`src/rtl/ptw_pkg.sv`:
```
package ptw_pkg;

  // Walk sequencing states
  typedef enum logic [2:0] {
    ST_IDLE,
    ST_RD_OUTER,
    ST_WT_OUTER,
    ST_RD_INNER,
    ST_WT_INNER,
    ST_DONE,
    ST_FAULT
  } walk_state_e;

  // Flag bit positions inside a table entry
  localparam int unsigned FLAG_VALID_BIT = 0;
  localparam int unsigned FLAG_WRITE_BIT = 1;
  localparam int unsigned FLAG_REF_BIT   = 5;
  localparam int unsigned FLAG_MOD_BIT   = 6;

  typedef struct packed {
    logic valid;
    logic writable;
    logic referenced;
    logic modified;
  } pte_flags_t;

endpackage

```
`src/rtl/ptw_addr_calc.sv`:
```
module ptw_addr_calc #(
  parameter int IDX_W     = 10,
  parameter int OFFS_W    = 12,
  parameter int ENT_BYTES = 4,
  localparam int VA_W     = 2 * IDX_W + OFFS_W,
  localparam int FRAME_W  = VA_W - OFFS_W
) (
  input  logic [VA_W-1:0]    vaddr,
  input  logic [VA_W-1:0]    table_base,
  input  logic [FRAME_W-1:0] outer_frame,
  output logic [VA_W-1:0]    outer_addr,
  output logic [VA_W-1:0]    inner_addr
);
  localparam int ENT_SH = $clog2(ENT_BYTES);

  logic [IDX_W-1:0] hi_idx;
  logic [IDX_W-1:0] lo_idx;
  logic [VA_W-1:0]  hi_off;
  logic [VA_W-1:0]  lo_off;

  always_comb begin
    hi_idx     = vaddr[VA_W-1 -: IDX_W];
    lo_idx     = vaddr[OFFS_W +: IDX_W];
    hi_off     = VA_W'(hi_idx) << ENT_SH;
    lo_off     = VA_W'(lo_idx) << ENT_SH;
    outer_addr = table_base + hi_off;
    inner_addr = {outer_frame, {OFFS_W{1'b0}}} + lo_off;
  end

endmodule

```
`src/rtl/ptw_entry_decode.sv`:
```
module ptw_entry_decode
  import ptw_pkg::*;
#(
  parameter int ENT_W    = 32,
  parameter int OFFS_W   = 12,
  localparam int FRAME_W = ENT_W - OFFS_W
) (
  input  logic [ENT_W-1:0]   entry,
  output logic [FRAME_W-1:0] frame,
  output pte_flags_t         flags
);
  always_comb begin
    frame            = entry[OFFS_W +: FRAME_W];
    flags.valid      = entry[FLAG_VALID_BIT];
    flags.writable   = entry[FLAG_WRITE_BIT];
    flags.referenced = entry[FLAG_REF_BIT];
    flags.modified   = entry[FLAG_MOD_BIT];
  end

endmodule

```
`src/rtl/ptw_ctrl.sv`:
```
module ptw_ctrl
  import ptw_pkg::*;
(
  input  logic        clk,
  input  logic        rst,
  input  logic        req_valid,
  input  logic        mem_req_ready,
  input  logic        mem_rsp_valid,
  input  logic        entry_valid,
  output walk_state_e state,
  output logic        accept,
  output logic        outer_ok,
  output logic        outer_bad,
  output logic        inner_ok,
  output logic        inner_bad
);
  walk_state_e nxt;

  always_comb begin
    nxt       = state;
    accept    = 1'b0;
    outer_ok  = 1'b0;
    outer_bad = 1'b0;
    inner_ok  = 1'b0;
    inner_bad = 1'b0;
    unique case (state)
      ST_IDLE: begin
        if (req_valid) begin
          accept = 1'b1;
          nxt    = ST_RD_OUTER;
        end
      end
      ST_RD_OUTER: if (mem_req_ready) nxt = ST_WT_OUTER;
      ST_WT_OUTER: begin
        if (mem_rsp_valid) begin
          outer_ok  = entry_valid;
          outer_bad = !entry_valid;
          nxt       = entry_valid ? ST_RD_INNER : ST_FAULT;
        end
      end
      ST_RD_INNER: if (mem_req_ready) nxt = ST_WT_INNER;
      ST_WT_INNER: begin
        if (mem_rsp_valid) begin
          inner_ok  = entry_valid;
          inner_bad = !entry_valid;
          nxt       = entry_valid ? ST_DONE : ST_FAULT;
        end
      end
      ST_DONE:  nxt = ST_IDLE;
      ST_FAULT: nxt = ST_IDLE;
      default:  nxt = ST_IDLE;
    endcase
  end

  always_ff @(posedge clk) begin
    if (rst) state <= ST_IDLE;
    else     state <= nxt;
  end

  // while idle and no request arrives, memory activity cannot start a walk
  a_r11_idle_holds: assert property (@(posedge clk) disable iff (rst)
    (state == ST_IDLE && !req_valid) |=> state == ST_IDLE);

  // a result state lasts exactly one cycle
  a_r10_result_one_cycle: assert property (@(posedge clk) disable iff (rst)
    (state == ST_DONE || state == ST_FAULT) |=> state == ST_IDLE);

endmodule

```
`src/rtl/pt_walker2.sv`:
```
module pt_walker2
  import ptw_pkg::*;
#(
  parameter int IDX_W     = 10,
  parameter int OFFS_W    = 12,
  parameter int ENT_BYTES = 4,
  parameter int PID_W     = 8,
  localparam int VA_W     = 2 * IDX_W + OFFS_W,
  localparam int FRAME_W  = VA_W - OFFS_W,
  localparam int ENT_W    = 8 * ENT_BYTES
) (
  input  logic             clk,
  input  logic             rst,
  input  logic             req_valid,
  output logic             req_ready,
  input  logic [VA_W-1:0]  req_vaddr,
  input  logic [PID_W-1:0] req_pid,
  input  logic [VA_W-1:0]  table_base,
  output logic             mem_req_valid,
  input  logic             mem_req_ready,
  output logic [VA_W-1:0]  mem_req_addr,
  input  logic             mem_rsp_valid,
  input  logic [ENT_W-1:0] mem_rsp_data,
  output logic             rsp_valid,
  output logic             rsp_fault,
  output logic             rsp_fault_inner,
  output logic [VA_W-1:0]  rsp_paddr,
  output logic             rsp_writable,
  output logic             rsp_referenced,
  output logic             rsp_modified,
  output logic [VA_W-1:0]  rsp_vaddr,
  output logic [PID_W-1:0] rsp_pid
);
  walk_state_e      st;
  logic             accept, outer_ok, outer_bad, inner_ok, inner_bad;
  logic [VA_W-1:0]  calc_va, outer_addr, inner_addr;
  logic [VA_W-1:0]  va_q, mem_addr_q, paddr_q;
  logic [PID_W-1:0] pid_q;
  logic             flt_q, flt_inner_q, wr_q, ref_q, mod_q;
  logic [FRAME_W-1:0] ent_frame;
  pte_flags_t       ent_flags;

  // The outer address is formed from the live request while idle
  assign calc_va = (st == ST_IDLE) ? req_vaddr : va_q;

  ptw_entry_decode #(.ENT_W(ENT_W), .OFFS_W(OFFS_W)) u_dec (
    .entry (mem_rsp_data),
    .frame (ent_frame),
    .flags (ent_flags)
  );

  ptw_addr_calc #(.IDX_W(IDX_W), .OFFS_W(OFFS_W), .ENT_BYTES(ENT_BYTES)) u_calc (
    .vaddr       (calc_va),
    .table_base  (table_base),
    .outer_frame (ent_frame),
    .outer_addr  (outer_addr),
    .inner_addr  (inner_addr)
  );

  ptw_ctrl u_ctrl (
    .clk           (clk),
    .rst           (rst),
    .req_valid     (req_valid),
    .mem_req_ready (mem_req_ready),
    .mem_rsp_valid (mem_rsp_valid),
    .entry_valid   (ent_flags.valid),
    .state         (st),
    .accept        (accept),
    .outer_ok      (outer_ok),
    .outer_bad     (outer_bad),
    .inner_ok      (inner_ok),
    .inner_bad     (inner_bad)
  );

  always_ff @(posedge clk) begin
    if (rst) begin
      va_q        <= '0;
      pid_q       <= '0;
      mem_addr_q  <= '0;
      paddr_q     <= '0;
      flt_q       <= 1'b0;
      flt_inner_q <= 1'b0;
      wr_q        <= 1'b0;
      ref_q       <= 1'b0;
      mod_q       <= 1'b0;
    end else begin
      if (accept) begin
        va_q        <= req_vaddr;
        pid_q       <= req_pid;
        mem_addr_q  <= outer_addr;
        paddr_q     <= '0;
        flt_q       <= 1'b0;
        flt_inner_q <= 1'b0;
        wr_q        <= 1'b0;
        ref_q       <= 1'b0;
        mod_q       <= 1'b0;
      end
      if (outer_ok) mem_addr_q <= inner_addr;
      if (outer_bad) begin
        flt_q       <= 1'b1;
        flt_inner_q <= 1'b0;
      end
      if (inner_bad) begin
        flt_q       <= 1'b1;
        flt_inner_q <= 1'b1;
      end
      if (inner_ok) begin
        paddr_q <= {ent_frame, va_q[OFFS_W-1:0]};
        wr_q    <= ent_flags.writable;
        ref_q   <= ent_flags.referenced;
        mod_q   <= ent_flags.modified;
      end
    end
  end

  assign req_ready       = (st == ST_IDLE);
  assign mem_req_valid   = (st == ST_RD_OUTER) || (st == ST_RD_INNER);
  assign mem_req_addr    = mem_addr_q;
  assign rsp_valid       = (st == ST_DONE) || (st == ST_FAULT);
  assign rsp_fault       = flt_q;
  assign rsp_fault_inner = flt_inner_q;
  assign rsp_paddr       = paddr_q;
  assign rsp_writable    = wr_q;
  assign rsp_referenced  = ref_q;
  assign rsp_modified    = mod_q;
  assign rsp_vaddr       = va_q;
  assign rsp_pid         = pid_q;

  // ---------------- assertions ----------------
  logic       rst_q;
  logic [1:0] rd_cnt;

  always_ff @(posedge clk) begin
    rst_q <= rst;
    if (rst || (req_valid && req_ready)) rd_cnt <= '0;
    else if (mem_req_valid && mem_req_ready && rd_cnt != 2'd3) rd_cnt <= rd_cnt + 2'd1;
  end

  // first cycle after reset is idle and quiet
  always @(posedge clk) begin
    if (rst_q === 1'b1 && rst === 1'b0) begin
      a_r12_reset_idle: assert (req_ready && !mem_req_valid && !rsp_valid);
    end
  end

  // a read is never followed by another read request in the next cycle
  a_r9_one_outstanding: assert property (@(posedge clk) disable iff (rst)
    (mem_req_valid && mem_req_ready) |=> !mem_req_valid);

  // a stalled read holds its address
  a_r9_hold_addr: assert property (@(posedge clk) disable iff (rst)
    (mem_req_valid && !mem_req_ready) |=> (mem_req_valid && $stable(mem_req_addr)));

  // single response pulse, then idle
  a_r10_single_pulse: assert property (@(posedge clk) disable iff (rst)
    rsp_valid |=> (!rsp_valid && req_ready));

  // taking a request makes the walker busy
  a_r8_busy_after_accept: assert property (@(posedge clk) disable iff (rst)
    (req_valid && req_ready) |=> !req_ready);

  // an outer fault used exactly one read
  a_r5_outer_fault_one_read: assert property (@(posedge clk) disable iff (rst)
    (rsp_valid && rsp_fault && !rsp_fault_inner) |-> rd_cnt == 2'd1);

  // a successful walk used two reads and keeps the page offset
  a_r3_offset_kept: assert property (@(posedge clk) disable iff (rst)
    (rsp_valid && !rsp_fault) |->
      (rd_cnt == 2'd2 && rsp_paddr[OFFS_W-1:0] == rsp_vaddr[OFFS_W-1:0]));

endmodule

```
`config.mk`:
```
export PLATFORM = sky130hd
export DESIGN_NAME = pt_walker2
export DESIGN_NICKNAME = d
export VERILOG_FILES = /design/src/rtl/ptw_pkg.sv /design/src/rtl/ptw_addr_calc.sv /design/src/rtl/ptw_entry_decode.sv /design/src/rtl/ptw_ctrl.sv /design/src/rtl/pt_walker2.sv
export SDC_FILE = /design/constraint.sdc
export NUM_CORES = 1
export LEC_CHECK = 0
export ABC_AREA = 1
export ABC_CLOCK_PERIOD_IN_PS = 3500
export BUFFER_PORTS_ARGS = -buffer_cell sky130_fd_sc_hd__buf_4
export CORE_MARGIN = 2
export CORE_UTILIZATION = 45
export DETAILED_ROUTE_END_ITERATION = 8
export MAX_ROUTING_LAYER = met4
export PLACE_DENSITY = 0.74
export REMOVE_ABC_BUFFERS = 1
export SYNTH_ARGS = -nofsm -noshare
export SYNTH_HDL_FRONTEND = slang
export SYNTH_SLANG_ARGS = --single-unit
```
`constraint.sdc`:
```
create_clock -name clk -period 3.5 [get_ports clk]
set_clock_uncertainty 0.15 [all_clocks]
set_input_delay 0.35 -clock clk [delete_from_list [all_inputs] [get_ports clk]]
set_output_delay 0.35 -clock clk [all_outputs]
set_load 0.05 [all_outputs]
```
# Yosys cells after proc, flatten, opt, wreduce, memory -nomap -nowiden
# Index checks and enable logic that the tools add are counted.
# op_classes
add_sub_neg	2
n_eq_ne	11
mux	29
n_reduce_logical	8
# ops
cell	n
32-bit two-way mux	5
32-bit by 12-bit adder with 32-bit output	2
3-bit two-way mux	6
1-bit two-way mux	16
3-bit case mux with 5 select lines	1
2-bit inequality test, second input constant	5
3-bit == test, second input constant	3
3-bit by 2-bit == test with 1-bit output, second input constant	2
5-bit AND reduction	1
2-bit nonzero test	2
3-bit by 1-bit == test with 1-bit output, second input constant	1
3-bit logical NOT	1
3-bit nonzero test	1
1-bit logical OR	2
2-bit two-way mux	1
1-bit logical NOT	1
# word_totals
ff_bits	112
elab_cells	60

# Logic depth before layout (Yosys ltp)
# Gate-level depths: netlist of the first run.
# logic_depth
depth_word	5
depth_mapped	20
depth_no_buf	19

# Hierarchy
# From an unflattened synthesis of the first run, not the netlist that was laid out.
# unflattened
cells_unflattened	1121
hier_area_um2	6852.8
# modules_own_cells
mod	n_inst	cells_per_inst	area_each_um2	seq_area_each_um2
pt_walker2	1	742	4808.4	2182.1
ptw_addr_calc	1	308	1601.5	0.0
ptw_ctrl	1	47	262.8	60.1
ptw_entry_decode	1	24	180.2	0.0

# Worst setup path after synthesis of the first run
# OpenSTA, ideal clock, no wires.
# synth_timing
path_type	register to register
start	reg u_ctrl.state[0]
end	reg mem_addr_q[8], in the netlist mem_req_addr[8]
t_arrival_ns	2.644
required_ns	3.217
slack_ns	0.574
stages_incl_launch_ff	17
path_buffers	1
synth_period_minus_slack_ns	2.926
path_cell_list	dfxtp_1 -> nor2_2 -> nand2_2 -> inv_2 -> clkbuf_1 -> o21ai_0 -> ha_1 -> inv_1 -> fa_1 -> inv_1 -> nand3_1 -> nand3_1 -> nand2_1 -> nand2_1 -> or2_2 -> nand3_1 -> a31oi_1
# synth_via
elab_chain_len	5
elab_cells_between_ends	10
cone_classes	2 x add/sub; 1 x eq/ne; 5 x mux; 2 x reduce/logical
# synth_rtl
element	line	source
from (decl)	ptw_ctrl.sv:10	output walk_state_e state,
from (signal assigned)	ptw_ctrl.sv:57	else state <= nxt;
3-bit logical NOT *	-	
named net req_ready	pt_walker2.sv:15	output logic req_ready,
32-bit two-way mux	pt_walker2.sv:44	assign calc_va = (st == ST_IDLE) ? req_vaddr : va_q;
32-bit by 12-bit adder with 32-bit output	ptw_addr_calc.sv:26	outer_addr = table_base + hi_off;
32-bit two-way mux	pt_walker2.sv:87	if (accept) begin
32-bit two-way mux	pt_walker2.sv:98	if (outer_ok) mem_addr_q <= inner_addr;
to (signal assigned)	pt_walker2.sv:90	mem_addr_q <= outer_addr;
to (signal assigned)	pt_walker2.sv:98	
to (decl)	pt_walker2.sv:37	logic [VA_W-1:0] va_q, mem_addr_q, paddr_q;
# The timed path passes the listed nets; every way through them passes the cells marked *. The select of a mux whose other input is x is not followed.
# A chain may end at the register's enable or synchronous reset.

# Worst setup path in the final report of the first run
# layout_timing
start	reg u_ctrl.state[0]
end	reg mem_addr_q[24], in the netlist mem_req_addr[24]
# layout_via
elab_chain_len	5
elab_cells_between_ends	10
cone_classes	2 x add/sub; 1 x eq/ne; 5 x mux; 2 x reduce/logical
# layout_rtl
element	line
3-bit logical NOT	ptw_ctrl.sv:26, pt_walker2.sv:44
32-bit two-way mux	pt_walker2.sv:44
32-bit by 12-bit adder with 32-bit output	ptw_addr_calc.sv:26
32-bit two-way mux	pt_walker2.sv:87
32-bit two-way mux	pt_walker2.sv:98
# Several ways; a longest one is shown, not always the timed one. The select of a mux whose other input is x is not followed.

==> flow_summary.yaml, run 1 <==
status:
  status: "finished clean"
worst_setup_path:
  worstPathCellList: "nor2_2, nand2_2, inv_2, nand2_1, o21ai_0, ha_1, inv_1, fa_1, inv_1, nand3_1, nand3_1, nand2_1, nand2_1, nand2_1, nand2_1, nand2_1, nand2_1, nand2_1, a21oi_1"
  worstPathArrival_ps: 3160
  cp-start-kind: "flop"
  r2r_end: "mem_req_addr[24]$_SDFFE_PP0P_"
  crit_slowest_cell: "fa_1"
  worstSetupPathType: "flop to flop"
  setup.worst_path.end_class: "flop"
  cpMostUsedCell: "nand2_1"
  critPathLaunch: "u_ctrl.state[0]$_SDFFE_PP0P_"
  critPathMaxStageDelay_ps: 410
  required_ps: 3640
  rr_worst_depth: 19
  crit_fanout: 21
  critPathBufInv: 3
  r2r_slack_ps: 480
  critPathTopFamily: "simple AND/OR/NAND/NOR gates"
  regToRegStartpoint: "u_ctrl.state[0]$_SDFFE_PP0P_"
global_routing:
  grt_pass1_wl_um: 28100
  gr-usage-all-layers_pct: 25.2
  grt_pass1_vias: 5711
  antenna_found_initial: 0
  grt-ovfl-total: 0
  grt_max_degree: 61
power:
  pwr-share-seq_pct: 27.3
  p_sw_share_pct: 50.1
  switchingPower_mw: 3.13
  p_clk_share_pct: 16.3
  p_leak_nw: 3.63
  comb_power_share_pct: 56.4
  max-vdd-ir-drop_uv: 399
  p_per_area_mw_per_mm2: 805
  internal_power_mw: 3.12
cells_and_area:
  drive_gt1_share_pct: 25.5
  nFillCells: 1225
  final_net_count: 1159
  final_cell_mix: "buf_4, nand2_1, nand3_1"
  syn2layout_area_growth_pct: 33.5
  final_common_cell: "buf_4"
  stdcell_count: 1216
  utilization_pct: 61.5
  antenna_cells: 0
cts:
  clock_sinks: 112
  cts-resized-gates: 0
  clockRootBuffer: "clkbuf_16"
  post-cts-setup-buffer-count: 0
  holdBufCountCts: 0
  clockBufferDepth: 2
  cts_tree: "done"
  cts_buffers: 9
  htree_levels: 3
  clk_pin_slew_worst_paths_ps: 70
  clock_latency_ps: 350
timing:
  finalCriticalPeriod_ps: 3020
  min_period_over_period_pct: 86.3
  rsz0062_at_grt: "false"
  setup_viol: 0
  timing.hold.ws_ps: 91.1
  finalSetupTns_ps: 0
  final_max_slew_viol_count: 0
  fmax_mhz: 331
  tightest_slew_ps: 651
  relSlewSlack_pct: 56.6
  hold_viol_final: 0
route:
  ant_nets: 0
  finalWirelength_um: 17000
  wl_per_cell_um: 14.0
  dr.pass1.iters: 5
  viasPerCell: 5.13
  drc: 0
  via_count: 6238
  drt-initial-drc-count: 548
floorplan:
  fp.dieArea_mm2: 0.0138
  rows: 41
  die_height_um: 118
  fp.dieW_um: 118
  start_util_pct: 46.1
  io-pin-count: 221
  core_area_mm2: 0.0126
yosys:
  synthesis.area_mm2: 0.00581
  syn_area_per_cell_um2: 6.84
  synth.area.top_cells: "dfxtp_1, nand2_1, nand3_1"
  ys_warn_count: 0
  synth-seq-cells: 112
  ys_types: 38
  seq_area_frac_synth_pct: 38.6
  netlist.area_leader.share_pct: 38.6
  synth_largest_area_cell: "dfxtp_1"
  syn_inst: 850
placed_design:
  io_buffers: 212
  hpwl_um: 12300
  dp_cells: 1200
  gp_congestion: 0.894
min_path:
  hold_path_end: "rsp_pid[2]$_SDFFE_PP0P_"
  hold_path_class: "input port to flop"
  whs_path_depth: 3
  hold_start: "req_pid[2]"
run:
  cap_violations: 0
[logic make-up after synthesis]
family                   share of synthesized area, %
XOR/XNOR                                        0.452
AND/OR/NAND/NOR                                  30.4
AO/OA/AOI/OAI                                    17.3
buffers and inverters                            10.8
adder cells (fa/ha/maj)                          2.50
flip-flops                                       38.6
[worst max-delay path by stage]
stage	to	slack (ps)	depth (start not counted)
after floorplan	mem_req_addr[26]$_SDFFE_PP0P_	790	19
after detailed placement	mem_req_addr[24]$_SDFFE_PP0P_	520	19
after global placement	mem_req_addr[24]$_SDFFE_PP0P_	590	19
after CTS	mem_req_addr[24]$_SDFFE_PP0P_	500	19
final	mem_req_addr[24]$_SDFFE_PP0P_	480	19
after global routing	mem_req_addr[24]$_SDFFE_PP0P_	200	19
[cell type report]
cell class	count	area (µm²)	area share, %
clock inverter	5	38.8	0.500
sequential	112	2240	28.9
clock buffer	11	253	3.26
timing repair buffer	221	1670	21.5
multi-input combinational	591	2950	37.9
inverter	104	395	5.09
tap	172	215	2.77
[metrics by stage]
| step | power [mW] | worst slack (ps) | cell area (µm²) |
|---|---|---|---|
| final | 6.25 | 481 | 7760 |
| after global routing | 6.67 | 197 | 7760 |
| after CTS | 6.28 | 503 | 7760 |
| after detailed placement | 5.26 | 516 | 7470 |
| after global placement | 5.21 | 587 | 7470 |
| after floorplan | 4.15 | 793 | 5580 |
[state kept, by name (all words and copies together), names as in the netlist]
name and flops:
mem_req_addr 32, rsp_fault 1, rsp_fault_inner 1, rsp_modified 1, rsp_paddr 32, rsp_pid 8
rsp_referenced 1, rsp_vaddr 32, rsp_writable 1, u_ctrl.state 3
[synth_stat cells]
library cell,n
a211oi_1,12
a21boi_0,1
a21oi_1,98
a21oi_2,5
a22o_1,20
a31oi_1,5
a32o_1,1
buf_2,17
buf_4,1
buf_6,6
clkbuf_1,19
dfxtp_1,112
fa_1,1
ha_1,10
inv_1,90
inv_2,13
inv_6,1
nand2_1,218
nand2_2,1
nand2_4,1
nand2_8,1
nand3_1,119
nand3_2,1
nand3_4,1
nand3b_1,3
nand4_1,4
nor2_1,39
nor2_2,1
nor2_4,1
nor3_1,11
o21ai_0,26
o21ai_1,2
o221ai_1,1
o22ai_1,1
or2_0,1
or2_2,3
xnor2_1,1
xor2_1,2
[tightest hold or removal path, delay by kind of cell]
family,cells,cell delay [ps]
AOI/OAI and AO/OA,1,50
buffers and inverters,1,110
and+or+nand+nor,1,50
[metal layers]
layer	track usage, %	vias up	wire length (µm)
met5	-	-	0
met2	39.1	212	7710
met3	4.17	19	1100
met4	8.21	0	297
li1	-	3178	-
met1	33.7	2829	7890
[power by group through the flow]
stage	Sequential [mW]	Clock, mW	Combinational [mW]
floorplan	2.56	0	1.59
global placement	1.73	0	3.48
detailed placement	1.73	0	3.53
CTS	1.71	1.04	3.54
global route	1.74	1.09	3.84
finish	1.71	1.02	3.52
No activity file was read; power rests on OpenSTA's default activity.
==> run 2: changes to the inputs <==
CORE_UTILIZATION = 50   (was 45)
PLACE_DENSITY = 0.81   (was 0.74)
REMOVE_ABC_BUFFERS = not set   (was 1)
==> flow_summary.yaml, run 2 (synthesis gave the netlist of run 1 again) <==
timing:
  final_max_slew_viol_count: 0
  relSlewSlack_pct: 47.7
  rsz0062_at_grt: "false"
  hold_viol_final: 0
  min_period_over_period_pct: 85.4
  fmax_mhz: 335
  tightest_slew_ps: 785
  worst_slack_ps: 513
  finalSetupTns_ps: 0
  setup_viol: 0
  finalCriticalPeriod_ps: 2990
min_path:
  hold_start: "req_pid[5]"
  whs_path_depth: 3
  hold_path_class: "input port to flop"
  hold_path_end: "rsp_pid[5]$_SDFFE_PP0P_"
worst_setup_path:
  r2r_slack_ps: 510
  rr_worst_depth: 19
  setup.worst_path.end_class: "flop"
  required_ps: 3620
  crit_fanout: 21
  r2r_end: "mem_req_addr[26]$_SDFFE_PP0P_"
  worstSetupPathType: "flop to flop"
  critPathLaunch: "u_ctrl.state[0]$_SDFFE_PP0P_"
  worstPathArrival_ps: 3110
  cp-start-kind: "flop"
  regToRegStartpoint: "u_ctrl.state[0]$_SDFFE_PP0P_"
cells_and_area:
  final_common_cell: "buf_4"
  final_cell_mix: "buf_4, nand2_1, nand3_1"
  multi_input_area_mm2: 0.00295
  nFillCells: 1064
  drive_gt1_share_pct: 25.2
  antenna_cells: 0
  regArea_mm2: 0.00224
  utilization_pct: 67.6
  final_area_mm2: 0.00769
  syn2layout_area_growth_pct: 32.2
  stdcell_count: 1186
  final_net_count: 1158
floorplan:
  rows: 39
  start_util_pct: 51.1
  core_area_mm2: 0.0114
  io-pin-count: 221
  die_height_um: 112
  fp.dieArea_mm2: 0.0125
  fp.dieW_um: 112
cts:
  cts_tree: "done"
  cts_buffers: 9
  cts-resized-gates: 0
  post-cts-setup-buffer-count: 0
  clockBufferDepth: 2
  clockRootBuffer: "clkbuf_16"
  clock_latency_ps: 350
  htree_levels: 3
  clk_pin_slew_worst_paths_ps: 70
  holdBufCountCts: 0
  clock_sinks: 112
route:
  drt-initial-drc-count: 491
  dr.pass1.iters: 5
  viasPerCell: 5.31
  wl_per_cell_um: 14.9
  ant_nets: 0
  drc: 0
  finalWirelength_um: 17700
  via_count: 6294
global_routing:
  antenna_found_initial: 0
  grt_pass1_vias: 5827
  gr-usage-all-layers_pct: 28.9
  grt_max_degree: 69
  grt-ovfl-total: 0
  grt_pass1_wl_um: 28800
placed_design:
  io_buffers: 212
  hpwl_um: 12900
  postPlaceCellArea_mm2: 0.00741
  dp_cells: 1170
  place_ws_ps: 540
  gp_congestion: 0.975
status:
  status: "finished clean"
yosys:
  synth_fp_nets: 970
power:
  p_per_area_mw_per_mm2: 807
  max-vdd-ir-drop_uv: 747
  p_leak_nw: 3.61
run:
  cap_violations: 0
==> run 2: cell types whose count changed in the layout (fill, tap and decap cells not counted) <==
cell      change
clkbuf_1      +2
buf_12        -1
clkbuf_8      -1
clkinv_4      -1
inv_6         +1
inv_8         -1
==> run 2: power by group <==
part	internal [mW]	total (mW)	switching (mW)
clock network	0.507	0.978	0.471
registers	1.54	1.72	0.179
logic	1.03	3.51	2.47
==> run 2: how the worst max path moves through the flow <==
stage                                    end  slack [ps]  cells past startpoint
2_1_floorplan   mem_req_addr[8]$_SDFFE_PP0P_         570                     16
3_3_place_gp   mem_req_addr[24]$_SDFFE_PP0P_         590                     19
3_5_place_dp   mem_req_addr[30]$_SDFFE_PP0P_         540                     18
4_1_cts        mem_req_addr[24]$_SDFFE_PP0P_         520                     19
5_1_grt        mem_req_addr[26]$_SDFFE_PP0P_         150                     19
6_report       mem_req_addr[26]$_SDFFE_PP0P_         510                     19
==> run 2: critical path: stages, from the launching register on <==
cell     delay, ps
dfxtp_1        360
nor2_2         180
nand2_2        100
inv_2          280
nand2_1         80
o21ai_0         90
ha_1           220
inv_1           60
fa_1           400
inv_1          110
nand3_1         70
nand3_1        190
nand2_1         80
nand2_1        110
nand2_1        100
nand2_1         80
nand2_1         50
nand2_1         60
nand2_1         50
a21oi_1        110
==> run 2: stage by stage <==
stage | total power, mW | hold slack [ps]
floorplan | 4.31 | 343
global placement | 5.20 | 302
detailed placement | 5.23 | 305
CTS | 6.22 | 89.4
global route | 6.62 | 103
finish | 6.20 | 99.0
==> run 2: layout make-up <==
| cell class | instances | share of cell area [%] |
|---|---|---|
| sequential | 112 | 29.2 |
| tap | 143 | 2.33 |
| inverter | 104 | 5.14 |
| clock buffer | 12 | 3.21 |
| multi-input combinational | 591 | 38.3 |
| timing repair buffer | 220 | 21.5 |
| clock inverter | 4 | 0.358 |
==> run 2: layer usage <==
layer  up-vias  global-route usage [%]  routed length (µm)
met5         -                       -                   0
met4         0                    10.5                 510
met3        33                    5.77                1170
met2       228                    45.2                8340
met1      2852                    37.2                7640
li1       3181                       -                   -
